[src/rtl/pcc_pkg.sv]
package pcc_pkg;

  // Outcome of one read-port check.
  typedef struct packed {
    logic pass;   // counter nonzero, decrement applies
    logic fault;  // valid read found no outstanding consumer
  } rd_res_t;

  // Width of the per-cycle delta on one counter (0..2 each way).
  localparam int DELTA_W = 2;

endpackage

[src/rtl/pcc_cnt_slice.sv]
module pcc_cnt_slice
  import pcc_pkg::*;
#(
  parameter int CNT_W = 4,
  parameter int TAG_W = 6,
  parameter int IDX   = 0
) (
  input  logic             clk,
  input  logic             rst_n,
  input  logic             flush_i,
  input  logic             ren0_vld_i,
  input  logic [TAG_W-1:0] ren0_tag_i,
  input  logic             ren1_vld_i,
  input  logic [TAG_W-1:0] ren1_tag_i,
  input  logic             pass0_i,
  input  logic [TAG_W-1:0] rd0_tag_i,
  input  logic             pass1_i,
  input  logic [TAG_W-1:0] rd1_tag_i,
  output logic [CNT_W-1:0] cnt_o,
  output logic             ovf_o
);
  localparam logic [TAG_W-1:0] MY_TAG = TAG_W'(IDX);
  localparam int               SUM_W  = CNT_W + DELTA_W;
  localparam logic [SUM_W-1:0] CNT_MAX = SUM_W'((1 << CNT_W) - 1);

  logic [CNT_W-1:0]   cnt_q;
  logic [DELTA_W-1:0] inc;
  logic [DELTA_W-1:0] dec;
  logic [SUM_W-1:0]   sum;
  logic               sat;

  // Up to two increments from rename, two decrements from read.
  always_comb begin
    inc = DELTA_W'(ren0_vld_i && (ren0_tag_i == MY_TAG))
        + DELTA_W'(ren1_vld_i && (ren1_tag_i == MY_TAG));
    dec = DELTA_W'(pass0_i && (rd0_tag_i == MY_TAG))
        + DELTA_W'(pass1_i && (rd1_tag_i == MY_TAG));
    // dec never exceeds cnt_q because passes require enough count
    sum = SUM_W'(cnt_q) + SUM_W'(inc) - SUM_W'(dec);
    sat = (sum > CNT_MAX);
  end

  always_ff @(posedge clk) begin
    if (!rst_n || flush_i) begin
      cnt_q <= '0;
    end else if (sat) begin
      cnt_q <= CNT_MAX[CNT_W-1:0];
    end else begin
      cnt_q <= sum[CNT_W-1:0];                     // net update
    end
  end

  assign cnt_o = cnt_q;
  assign ovf_o = sat && !flush_i;

endmodule

[src/rtl/pcc_read_check.sv]
module pcc_read_check
  import pcc_pkg::*;
#(
  parameter int CNT_W = 4,
  parameter int TAG_W = 6
) (
  input  logic             flush_i,
  input  logic             rd0_vld_i,
  input  logic [TAG_W-1:0] rd0_tag_i,
  input  logic [CNT_W-1:0] rd0_cnt_i,
  input  logic             rd1_vld_i,
  input  logic [TAG_W-1:0] rd1_tag_i,
  input  logic [CNT_W-1:0] rd1_cnt_i,
  output rd_res_t          res0_o,
  output rd_res_t          res1_o
);
  logic             live0;
  logic             live1;
  logic             same_tag;
  logic [CNT_W:0]   need1;

  always_comb begin
    live0    = rd0_vld_i && !flush_i;
    live1    = rd1_vld_i && !flush_i;
    same_tag = rd0_vld_i && (rd0_tag_i == rd1_tag_i);
    // Port 1 needs one more consumer when port 0 reads the same register.
    need1    = (CNT_W+1)'(1) + (CNT_W+1)'(same_tag);

    res0_o.pass  = live0 && (rd0_cnt_i != '0);
    res0_o.fault = live0 && (rd0_cnt_i == '0);
    res1_o.pass  = live1 && ({1'b0, rd1_cnt_i} >= need1);
    res1_o.fault = live1 && ({1'b0, rd1_cnt_i} <  need1);
  end

endmodule

[src/rtl/pcc_event_reg.sv]
module pcc_event_reg #(
  parameter int TAG_W = 6
) (
  input  logic             clk,
  input  logic             rst_n,
  input  logic             ev_i,
  input  logic [TAG_W-1:0] tag_i,
  output logic             ev_o,
  output logic [TAG_W-1:0] tag_o
);
  always_ff @(posedge clk) begin
    if (!rst_n) begin
      ev_o  <= 1'b0;
      tag_o <= '0;
    end else begin
      ev_o  <= ev_i;
      tag_o <= ev_i ? tag_i : tag_o;
    end
  end
endmodule

[src/rtl/pcc_consumer_tracker.sv]
module pcc_consumer_tracker
  import pcc_pkg::*;
#(
  parameter  int NUM_PREGS = 64,
  parameter  int CNT_W     = 4,
  localparam int TAG_W     = $clog2(NUM_PREGS)
) (
  input  logic             clk,
  input  logic             rst_n,
  input  logic             flush_i,
  input  logic             ren0_vld_i,
  input  logic [TAG_W-1:0] ren0_tag_i,
  input  logic             ren1_vld_i,
  input  logic [TAG_W-1:0] ren1_tag_i,
  input  logic             rd0_vld_i,
  input  logic [TAG_W-1:0] rd0_tag_i,
  input  logic             rd1_vld_i,
  input  logic [TAG_W-1:0] rd1_tag_i,
  output logic             flt0_vld_o,
  output logic [TAG_W-1:0] flt0_tag_o,
  output logic             flt1_vld_o,
  output logic [TAG_W-1:0] flt1_tag_o,
  output logic             ovf_vld_o,
  output logic [TAG_W-1:0] ovf_tag_o
);
  logic [CNT_W-1:0]     cnt   [NUM_PREGS];
  logic [NUM_PREGS-1:0] sat_vec;
  rd_res_t              res0;
  rd_res_t              res1;
  logic [CNT_W-1:0]     rd0_cnt;
  logic [CNT_W-1:0]     rd1_cnt;
  logic                 ovf_any;
  logic [TAG_W-1:0]     ovf_tag;

  // Pre-update counter values feed the check.
  assign rd0_cnt = cnt[rd0_tag_i];
  assign rd1_cnt = cnt[rd1_tag_i];

  pcc_read_check #(.CNT_W(CNT_W), .TAG_W(TAG_W)) chk_i (
    .flush_i   (flush_i),
    .rd0_vld_i (rd0_vld_i),
    .rd0_tag_i (rd0_tag_i),
    .rd0_cnt_i (rd0_cnt),
    .rd1_vld_i (rd1_vld_i),
    .rd1_tag_i (rd1_tag_i),
    .rd1_cnt_i (rd1_cnt),
    .res0_o    (res0),
    .res1_o    (res1)
  );

  for (genvar g = 0; g < NUM_PREGS; g++) begin : g_slice
    pcc_cnt_slice #(.CNT_W(CNT_W), .TAG_W(TAG_W), .IDX(g)) slice_i (
      .clk        (clk),
      .rst_n      (rst_n),
      .flush_i    (flush_i),
      .ren0_vld_i (ren0_vld_i),
      .ren0_tag_i (ren0_tag_i),
      .ren1_vld_i (ren1_vld_i),
      .ren1_tag_i (ren1_tag_i),
      .pass0_i    (res0.pass),
      .rd0_tag_i  (rd0_tag_i),
      .pass1_i    (res1.pass),
      .rd1_tag_i  (rd1_tag_i),
      .cnt_o      (cnt[g]),
      .ovf_o      (sat_vec[g])
    );
  end

  // Only rename targets can saturate; port 0 tag has priority.
  assign ovf_any = |sat_vec;
  assign ovf_tag = sat_vec[ren0_tag_i] ? ren0_tag_i : ren1_tag_i;

  pcc_event_reg #(.TAG_W(TAG_W)) flt0_reg_i (
    .clk (clk), .rst_n (rst_n), .ev_i (res0.fault), .tag_i (rd0_tag_i),
    .ev_o (flt0_vld_o), .tag_o (flt0_tag_o)
  );

  pcc_event_reg #(.TAG_W(TAG_W)) flt1_reg_i (
    .clk (clk), .rst_n (rst_n), .ev_i (res1.fault), .tag_i (rd1_tag_i),
    .ev_o (flt1_vld_o), .tag_o (flt1_tag_o)
  );

  pcc_event_reg #(.TAG_W(TAG_W)) ovf_reg_i (
    .clk (clk), .rst_n (rst_n), .ev_i (ovf_any), .tag_i (ovf_tag),
    .ev_o (ovf_vld_o), .tag_o (ovf_tag_o)
  );

endmodule

[config.mk]
export PLATFORM = sky130hd
export DESIGN_NAME = pcc_consumer_tracker
export DESIGN_NICKNAME = d
export VERILOG_FILES = /design/src/rtl/pcc_pkg.sv /design/src/rtl/pcc_cnt_slice.sv /design/src/rtl/pcc_read_check.sv /design/src/rtl/pcc_event_reg.sv /design/src/rtl/pcc_consumer_tracker.sv
export SDC_FILE = /design/constraint.sdc
export NUM_CORES = 1
export LEC_CHECK = 0
export CAP_MARGIN = 20
export CORE_MARGIN = 1
export CORE_UTILIZATION = 45
export CTS_CLUSTER_SIZE = 40
export DETAILED_ROUTE_END_ITERATION = 10
export GPL_ROUTABILITY_DRIVEN = 1
export GPL_TIMING_DRIVEN = 0
export PLACE_DENSITY = 0.63
export SLEW_MARGIN = 15
export SYNTH_ARGS = -nofsm -noshare
export SYNTH_HDL_FRONTEND = slang
export SYNTH_SLANG_ARGS = --single-unit
[constraint.sdc]
create_clock -name clk -period 12.1 [get_ports clk]
set_input_delay 3.63 -clock clk [delete_from_list [all_inputs] [get_ports clk]]
set_output_delay 3.63 -clock clk [all_outputs]
set_load 0.005 [all_outputs]
==> results.sh, run 1 <==
export IMPL_synth_top_cell_by_area="sky130_fd_sc_hd__dfxtp_1"
export IMPL_cts_hold_fix_buffers=0
export IMPL_cts_setup_buffers=0
export IMPL_pwr_density_cell_nw_per_um2=80.6
export IMPL_place_detailed_hpwl_mm=84.7
export IMPL_post_place_setup_slack_ns=-0.915
export IMPL_postSynthAreaPerCell_um2=7.80
export IMPL_post_synthesis_instance_area_um2=25800
export IMPL_clk_insertion_delay_late_ns=0.60
export IMPL_slew_violations=0
export IMPL_gr_total_overflow=0
export IMPL_ys_ff_latch=277
export IMPL_clock_sink_count=277
export IMPL_area_of_the_multi_input_gates_um2=18400
export IMPL_ys_types=72
export IMPL_antenna_violations_before_repair=9
export IMPL_post_drt_via_cell_ratio=6.38
export IMPL_h_tree_depth=2
export IMPL_clock_pin_slew_worst_setup_and_hold_paths_ns=0.06
export IMPL_setup_slack_after_layout_ns=0.0768
export IMPL_finalCriticalPeriod_ns=12.02
export IMPL_cp_required_ns=12.58
export IMPL_timing_setup_tns_ns=0
export IMPL_yosysWarnings=0
export IMPL_mappedNetlistNets=3599
export IMPL_area_growth_pct=10.8
export IMPL_finalClockSkew_ns=0.0352
export IMPL_post_synth_main_area_contributors="sky130_fd_sc_hd__dfxtp_1, sky130_fd_sc_hd__fa_1, sky130_fd_sc_hd__a21oi_1"
export IMPL_route_vias_total=26787
export IMPL_drt_first_pass_iters=6
export IMPL_p_leak_nw=10.2
export IMPL_layout_nets=3693
export IMPL_synth_ff_type="sky130_fd_sc_hd__dfxtp_1"
export IMPL_numCtsBuffers=37
export IMPL_synth_top_area_share_pct=21.5
export IMPL_globalRouteTotalUtil_pct=37.3
export IMPL_critPathLaunch="rd1_tag_i[1]"
export IMPL_route_detailed_wl_per_inst_um=26.5
export IMPL_crit_reg2reg_launch="g_slice[53].slice_i.cnt_o[1]$_SDFF_PP0_"
export IMPL_status="finished, final reports clean"
export IMPL_first_iter_violations=3371
export IMPL_wl_mm=111
export IMPL_worst_slew_pin_transition_ns=1.37
export IMPL_layout_cells_most_common_list="sky130_fd_sc_hd__nor2_1, sky130_fd_sc_hd__a21oi_1, sky130_fd_sc_hd__nand2_1"
export IMPL_cts_repair_resized=2
export IMPL_timing_fmax_mhz=83.2
export IMPL_grt_start_max_net_pins=12
export IMPL_post_route_period_util_pct=99.4
export IMPL_critPathCaptureType="flop"
export IMPL_hold_path_class="reg2reg"
export IMPL_clockRootBuffer="sky130_fd_sc_hd__clkbuf_16"
export IMPL_rsz0062_at_grt="false"
export IMPL_gp_routability_congestion=1.07
export IMPL_dieHeight_um=242
export IMPL_worstSetupPathType="in2reg"
export IMPL_drt_drc_violations_left=0
export IMPL_yosysSeqAreaShare_pct=21.5
export IMPL_share_of_final_layout_standard_cells_stronger_than_drive_strength_1_pct=6.61
export IMPL_hold_path_startpoint="flt1_reg_i.tag_o[3]$_SDFFE_PN0P_"
export IMPL_seq_area_um2=5550
export IMPL_grt_first_pass_wirelength_mm=160
export IMPL_start_util_pct=45.7
export IMPL_num_io_pins=52
export IMPL_max_vdd_ir_drop_uv=86.9
export IMPL_synth_cells=3310
export IMPL_worst_ep_arrival_time_ns=12.50
export IMPL_cts_path_max_buffers=3
export IMPL_report_final_setup_viol=0
export IMPL_design_die_area_um2=58400
export IMPL_timing_slew_headroom_pct=8.52
export IMPL_crit_path_max_fanout=10
export IMPL_hold_violations=0
export IMPL_portBuffers=42
export IMPL_placementRows=87
export IMPL_postRouteAntennaNets=0
export IMPL_report_power_total_mw=2.31
export IMPL_core_um2=56500
export IMPL_worstSetupStartpointType="input port"
export IMPL_cts_tree="built"
export IMPL_drv_max_cap_violation_count=0
export IMPL_final_common_cell="sky130_fd_sc_hd__nor2_1"
export IMPL_grt_pass1_vias=24029
export IMPL_asyncSetResetFlopFracSynth_pct=0
export IMPL_dieWidth_um=242
export IMPL_synth_edf_count=0
export IMPL_layout_filler_cells=5529
## cell type report
cell class / count / share of cell area, %
diodes: 8 / 0.0700
plain buffers: 221 / 3.21
clock buffers: 59 / 3.95
clock inverters: 8 / 0.241
inverters: 268 / 3.52
multi-input cells: 2544 / 64.4
flip-flops and latches: 277 / 19.4
well taps: 756 / 3.31
repair buffers: 55 / 1.92
## routing by layer
metal | global-route usage [%] | vias up | share of wire (%)
li1 | - | 11884 | -
met1 | 50.2 | 12872 | 40
met2 | 53.1 | 1654 | 41
met3 | 10.9 | 371 | 13
met4 | 20.8 | 6 | 6.0
met5 | 0 | - | 0.041
## state kept, by name, summed over array words and instances, names as in the netlist
name,cells
flt0_reg_i.ev_o,1
ovf_reg_i.tag_o,6
flt1_reg_i.ev_o,1
ovf_reg_i.ev_o,1
flt0_reg_i.tag_o,6
flt1_reg_i.tag_o,6
g_slice.slice_i.cnt_o,256
## synthesized netlist by cell type (42+ instances only)
| library cell | count |
|---|---|
| sky130_fd_sc_hd__nor2b_1 | 124 |
| sky130_fd_sc_hd__dfxtp_1 | 277 |
| sky130_fd_sc_hd__clkbuf_1 | 178 |
| sky130_fd_sc_hd__fa_1 | 128 |
| sky130_fd_sc_hd__ha_1 | 130 |
| sky130_fd_sc_hd__nor3_1 | 88 |
| sky130_fd_sc_hd__nand2_1 | 314 |
| sky130_fd_sc_hd__nand4_1 | 44 |
| sky130_fd_sc_hd__xor2_1 | 70 |
| sky130_fd_sc_hd__nand2b_1 | 42 |
| sky130_fd_sc_hd__o21ai_0 | 57 |
| sky130_fd_sc_hd__nor4_1 | 76 |
| sky130_fd_sc_hd__xnor2_1 | 78 |
| sky130_fd_sc_hd__inv_1 | 268 |
| sky130_fd_sc_hd__mux4_2 | 72 |
| sky130_fd_sc_hd__nor2_1 | 409 |
| sky130_fd_sc_hd__a21oi_1 | 382 |
| sky130_fd_sc_hd__o22ai_1 | 52 |
## kinds of logic after synthesis
group           count (synthesis)  synth area share (%)
mux                            84                  6.74
buf+inv                       489                  7.39
fa+ha+maj                     258                  16.2
simple gates                 1267                  23.7
xor+xnor                      148                  5.02
compound gates                787                  19.4
flops                         277                  21.5
## metrics by stage
step / hold slack [ns] / utilization, % / std cells / cell area (um2)
floorplan: 0.451 / - / 3310 / 25800
global placement: 0.444 / 48.1 / 4108 / 27200
detailed placement: 0.446 / 48.4 / 4117 / 27300
CTS: 0.456 / 50.5 / 4184 / 28500
global route: 0.471 / 50.6 / 4188 / 28600
finish: 0.453 / 50.6 / 4196 / 28600
## power by group
group          internal, mW  leakage, nW  switching, mW
clock network         0.661        0.594          0.472
logic                0.0668         7.33          0.182
registers             0.919         2.23        0.00509
total                  1.65         10.2          0.658
## worst max-delay path, cell delays in order
cell and delay [ns]:
sky130_fd_sc_hd__clkdlybuf4s50_1 0.59, sky130_fd_sc_hd__buf_6 0.24, sky130_fd_sc_hd__buf_6 0.21, sky130_fd_sc_hd__buf_2 0.33
sky130_fd_sc_hd__buf_2 0.55, sky130_fd_sc_hd__mux4_2 0.42, sky130_fd_sc_hd__mux4_2 0.58, sky130_fd_sc_hd__mux4_2 0.50
sky130_fd_sc_hd__ha_1 0.32, sky130_fd_sc_hd__a21oi_1 0.25, sky130_fd_sc_hd__nand2_1 0.15, sky130_fd_sc_hd__o211ai_1 0.46
sky130_fd_sc_hd__or2_2 0.19, sky130_fd_sc_hd__clkbuf_1 0.28, sky130_fd_sc_hd__buf_2 0.34, sky130_fd_sc_hd__nor2_1 0.11
sky130_fd_sc_hd__fa_1 0.53, sky130_fd_sc_hd__ha_1 0.28, sky130_fd_sc_hd__nor2_1 0.19, sky130_fd_sc_hd__o32a_1 0.46
sky130_fd_sc_hd__nor3_1 0.10, sky130_fd_sc_hd__or3_1 0.40, sky130_fd_sc_hd__o41ai_2 0.56, sky130_fd_sc_hd__o22ai_2 0.29
sky130_fd_sc_hd__or2_1 0.28, sky130_fd_sc_hd__a22o_1 0.19
## path summary, 6_finish.rpt
path,end,slack [ns],cells past startpoint
setup reg to reg,ovf_reg_i.tag_o[5]$_SDFFE_PN0P_,4.59,21
setup / recovery,ovf_reg_i.tag_o[5]$_SDFFE_PN0P_,0.08,26
hold reg to reg,flt1_reg_i.tag_o[3]$_SDFFE_PN0P_,0.45,2
hold / removal,flt1_reg_i.tag_o[3]$_SDFFE_PN0P_,0.45,2
Power figures use the tool's default switching activity.
==> run 2: changes to the inputs <==
--- a/config.mk
+++ b/config.mk
@@ -7,12 +7,12 @@
 export LEC_CHECK = 0
 export CAP_MARGIN = 20
 export CORE_MARGIN = 1
-export CORE_UTILIZATION = 45
+export CORE_UTILIZATION = 33
 export CTS_CLUSTER_SIZE = 40
 export DETAILED_ROUTE_END_ITERATION = 10
 export GPL_ROUTABILITY_DRIVEN = 1
 export GPL_TIMING_DRIVEN = 0
-export PLACE_DENSITY = 0.63
+export PLACE_DENSITY = 0.5
 export SLEW_MARGIN = 15
 export SYNTH_ARGS = -nofsm -noshare
 export SYNTH_HDL_FRONTEND = slang
==> run 2 against run 1 <==
Effect of this change:
- non-clock buffer count decreased by 4
- count of clock-buffer cells in the layout fell by 5
- largest cell class unchanged
- first-iteration DRC count shrank 21%
- cell count is 6.6% higher
- clock power up 6%
- highest routed layer unchanged
- total power rose by 2.6%
- global-route usage down 8.5 points
- via count decreased by 3.5%
- register-to-register slack worse by 0.06 ns
==> results.sh, run 2 (same netlist as run 1, synthesis figures left out) <==
export IMPL_post_drt_via_cell_ratio=5.78
export IMPL_pwr_density_cell_nw_per_um2=81.6
export IMPL_antenna_violations_before_repair=3
export IMPL_drv_max_cap_violation_count=0
export IMPL_postRouteAntennaNets=0
export IMPL_placementRows=102
export IMPL_r2r_cells=21
export IMPL_crit_path_max_fanout=10
export IMPL_wl_mm=115
export IMPL_grt_first_pass_wirelength_mm=165
export IMPL_dieWidth_um=282
export IMPL_cts_path_max_buffers=3
export IMPL_place_detailed_hpwl_mm=90.6
export IMPL_cts_tree="built"
export IMPL_start_util_pct=33.3
export IMPL_first_iter_violations=2666
export IMPL_timing_hold_worst_path_depth=2
export IMPL_layout_filler_cells=8243
export IMPL_finalCriticalPeriod_ns=11.99
export IMPL_hold_violations=0
export IMPL_num_io_pins=52
export IMPL_final_common_cell="sky130_fd_sc_hd__nor2_1"
export IMPL_layout_nets=3690
export IMPL_rrSetupSlack_ns=4.53
export IMPL_worst_ep_arrival_time_ns=12.42
export IMPL_clk_insertion_delay_late_ns=0.58
export IMPL_report_final_setup_viol=0
export IMPL_grt_start_max_net_pins=12
export IMPL_hold_path_end="flt1_reg_i.tag_o[2]$_SDFFE_PN0P_"
export IMPL_clock_sink_count=277
export IMPL_cp_required_ns=12.53
export IMPL_critical_path_reg2reg_endpoint="ovf_reg_i.tag_o[1]$_SDFFE_PN0P_"
export IMPL_layout_cells_most_common_list="sky130_fd_sc_hd__nor2_1, sky130_fd_sc_hd__a21oi_1, sky130_fd_sc_hd__nand2_1"
export IMPL_gr_total_overflow=0
export IMPL_hold_path_startpoint="flt1_reg_i.tag_o[2]$_SDFFE_PN0P_"
export IMPL_numCtsBuffers=38
export IMPL_timing_setup_tns_ns=0
export IMPL_core_um2=77500
export IMPL_rsz0062_at_grt="false"
export IMPL_critPathCaptureType="flop"
export IMPL_design_die_area_um2=79400
export IMPL_timing_fmax_mhz=83.4
export IMPL_clock_pin_slew_worst_setup_and_hold_paths_ns=0.06
export IMPL_clockRootBuffer="sky130_fd_sc_hd__clkbuf_16"
export IMPL_status="finished, final reports clean"
export IMPL_area_growth_pct=12.2
export IMPL_setup_slack_after_layout_ns=0.108
export IMPL_hold_path_class="reg2reg"
export IMPL_grt_pass1_vias=23683
export IMPL_largest_reg_flops=256
export IMPL_portBuffers=42
export IMPL_drt_drc_violations_left=0
export IMPL_worst_slew_pin_transition_ns=1.27
export IMPL_worstSetupStartpointType="input port"
export IMPL_p_leak_nw=10.2
export IMPL_crit_reg2reg_launch="g_slice[53].slice_i.cnt_o[1]$_SDFF_PP0_"
export IMPL_finalClockSkew_ns=0.0248
export IMPL_route_detailed_wl_per_inst_um=25.8
export IMPL_post_place_setup_slack_ns=-1.27
export IMPL_drt_first_pass_iters=6
export IMPL_dieHeight_um=282
export IMPL_share_of_final_layout_standard_cells_stronger_than_drive_strength_1_pct=6.77
export IMPL_slew_violations=0
export IMPL_gp_routability_congestion=1.04
export IMPL_worstSetupPathType="in2reg"
export IMPL_h_tree_depth=2
export IMPL_post_route_period_util_pct=99.1
export IMPL_globalRouteTotalUtil_pct=28.8
export IMPL_timing_slew_headroom_pct=15.6
export IMPL_max_vdd_ir_drop_uv=86.2
export IMPL_route_vias_total=25852
[run 2: changes by cell type in the layout (fill, tap and decap cells not counted), moves of 3 or more]
| cell | before | now |
|---|---|---|
| sky130_fd_sc_hd__buf_4 | 8 | 11 |
| sky130_fd_sc_hd__buf_6 | 10 | 4 |
| sky130_fd_sc_hd__clkbuf_1 | 182 | 175 |
| sky130_fd_sc_hd__diode_2 | 8 | 2 |
[run 2: critical path, cell delays in order]
cell and delay, ns:
sky130_fd_sc_hd__clkdlybuf4s50_1 0.55, sky130_fd_sc_hd__buf_6 0.26, sky130_fd_sc_hd__buf_6 0.22, sky130_fd_sc_hd__buf_2 0.36, sky130_fd_sc_hd__clkbuf_4 0.45, sky130_fd_sc_hd__mux4_2 0.42, sky130_fd_sc_hd__mux4_2 0.58, sky130_fd_sc_hd__mux4_2 0.53
sky130_fd_sc_hd__ha_1 0.33, sky130_fd_sc_hd__a21oi_1 0.26, sky130_fd_sc_hd__nand2_1 0.14, sky130_fd_sc_hd__o211ai_1 0.19, sky130_fd_sc_hd__buf_4 0.18, sky130_fd_sc_hd__or2_2 0.11, sky130_fd_sc_hd__clkbuf_1 0.26, sky130_fd_sc_hd__buf_2 0.38
sky130_fd_sc_hd__nor2_1 0.12, sky130_fd_sc_hd__fa_1 0.51, sky130_fd_sc_hd__ha_1 0.30, sky130_fd_sc_hd__nor3b_1 0.33, sky130_fd_sc_hd__nor2_1 0.15, sky130_fd_sc_hd__o311ai_0 0.90, sky130_fd_sc_hd__o41ai_2 0.27, sky130_fd_sc_hd__o22ai_2 0.53
sky130_fd_sc_hd__mux2i_1 0.27, sky130_fd_sc_hd__o2bb2ai_1 0.08
[run 2: area by class of cell]
type	instances	area (um2)	area share, %
timing repair buffer	51	483	1.67
tap	1040	1300	4.49
clock buffer	54	1120	3.87
clock inverter	14	154	0.531
sequential	277	5550	19.1
buffer	221	935	3.22
antenna	2	5.00	0.0173
inverter	268	1010	3.47
multi-input combinational	2544	18400	63.6
[run 2: stage by stage]
| stage | instance area (um2) | hold WS, ns | instances | power, mW | util (%) |
|---|---|---|---|---|---|
| after CTS | 28900 | 0.459 | 4465 | 2.38 | 37.4 |
| after global routing | 29000 | 0.474 | 4469 | 2.42 | 37.4 |
| after global placement | 27500 | 0.446 | 4392 | 1.18 | 35.6 |
| after detailed placement | 27600 | 0.450 | 4397 | 1.18 | 35.7 |
| final | 29000 | 0.454 | 4471 | 2.36 | 37.4 |
| after floorplan | 25800 | 0.451 | 3310 | 1.05 | - |
[run 2: routing by layer]
metal,global-route usage [%],share of wire (%)
met1,38.3,43
met2,44.9,44
met3,6.42,8.9
met4,12.4,4.8
met5,0,0.023
[run 2: how the worst max path moves through the flow]
stage,from,end,depth (start not counted)
floorplan,rd1_tag_i[0],ovf_reg_i.tag_o[5]$_SDFFE_PN0P_,24
global placement,rd1_tag_i[1],ovf_reg_i.tag_o[5]$_SDFFE_PN0P_,26
detailed placement,rd1_tag_i[0],ovf_reg_i.tag_o[5]$_SDFFE_PN0P_,24
CTS,rd1_tag_i[1],ovf_reg_i.tag_o[5]$_SDFFE_PN0P_,26
global route,rd1_tag_i[1],ovf_reg_i.tag_o[2]$_SDFFE_PN0P_,26
finish,rd1_tag_i[1],ovf_reg_i.tag_o[1]$_SDFFE_PN0P_,26
[run 2: what timing repair did]
| action | CTS | global route |
|---|---|---|
| endpoints found under the setup margin | 7 | 6 |
| pin swaps | 0 | 1 |
| setup buffers | 0 | 2 |
| hold buffers | 0 | 0 |
| hold endpoints to repair | 0 | 0 |
| gates resized for setup | 13 | 2 |
[run 2: power breakdown]
group	total, mW	switching, mW	internal, mW
Combinational	0.244	0.178	0.0657
Sequential	0.923	0.00498	0.918
Clock	1.20	0.488	0.709
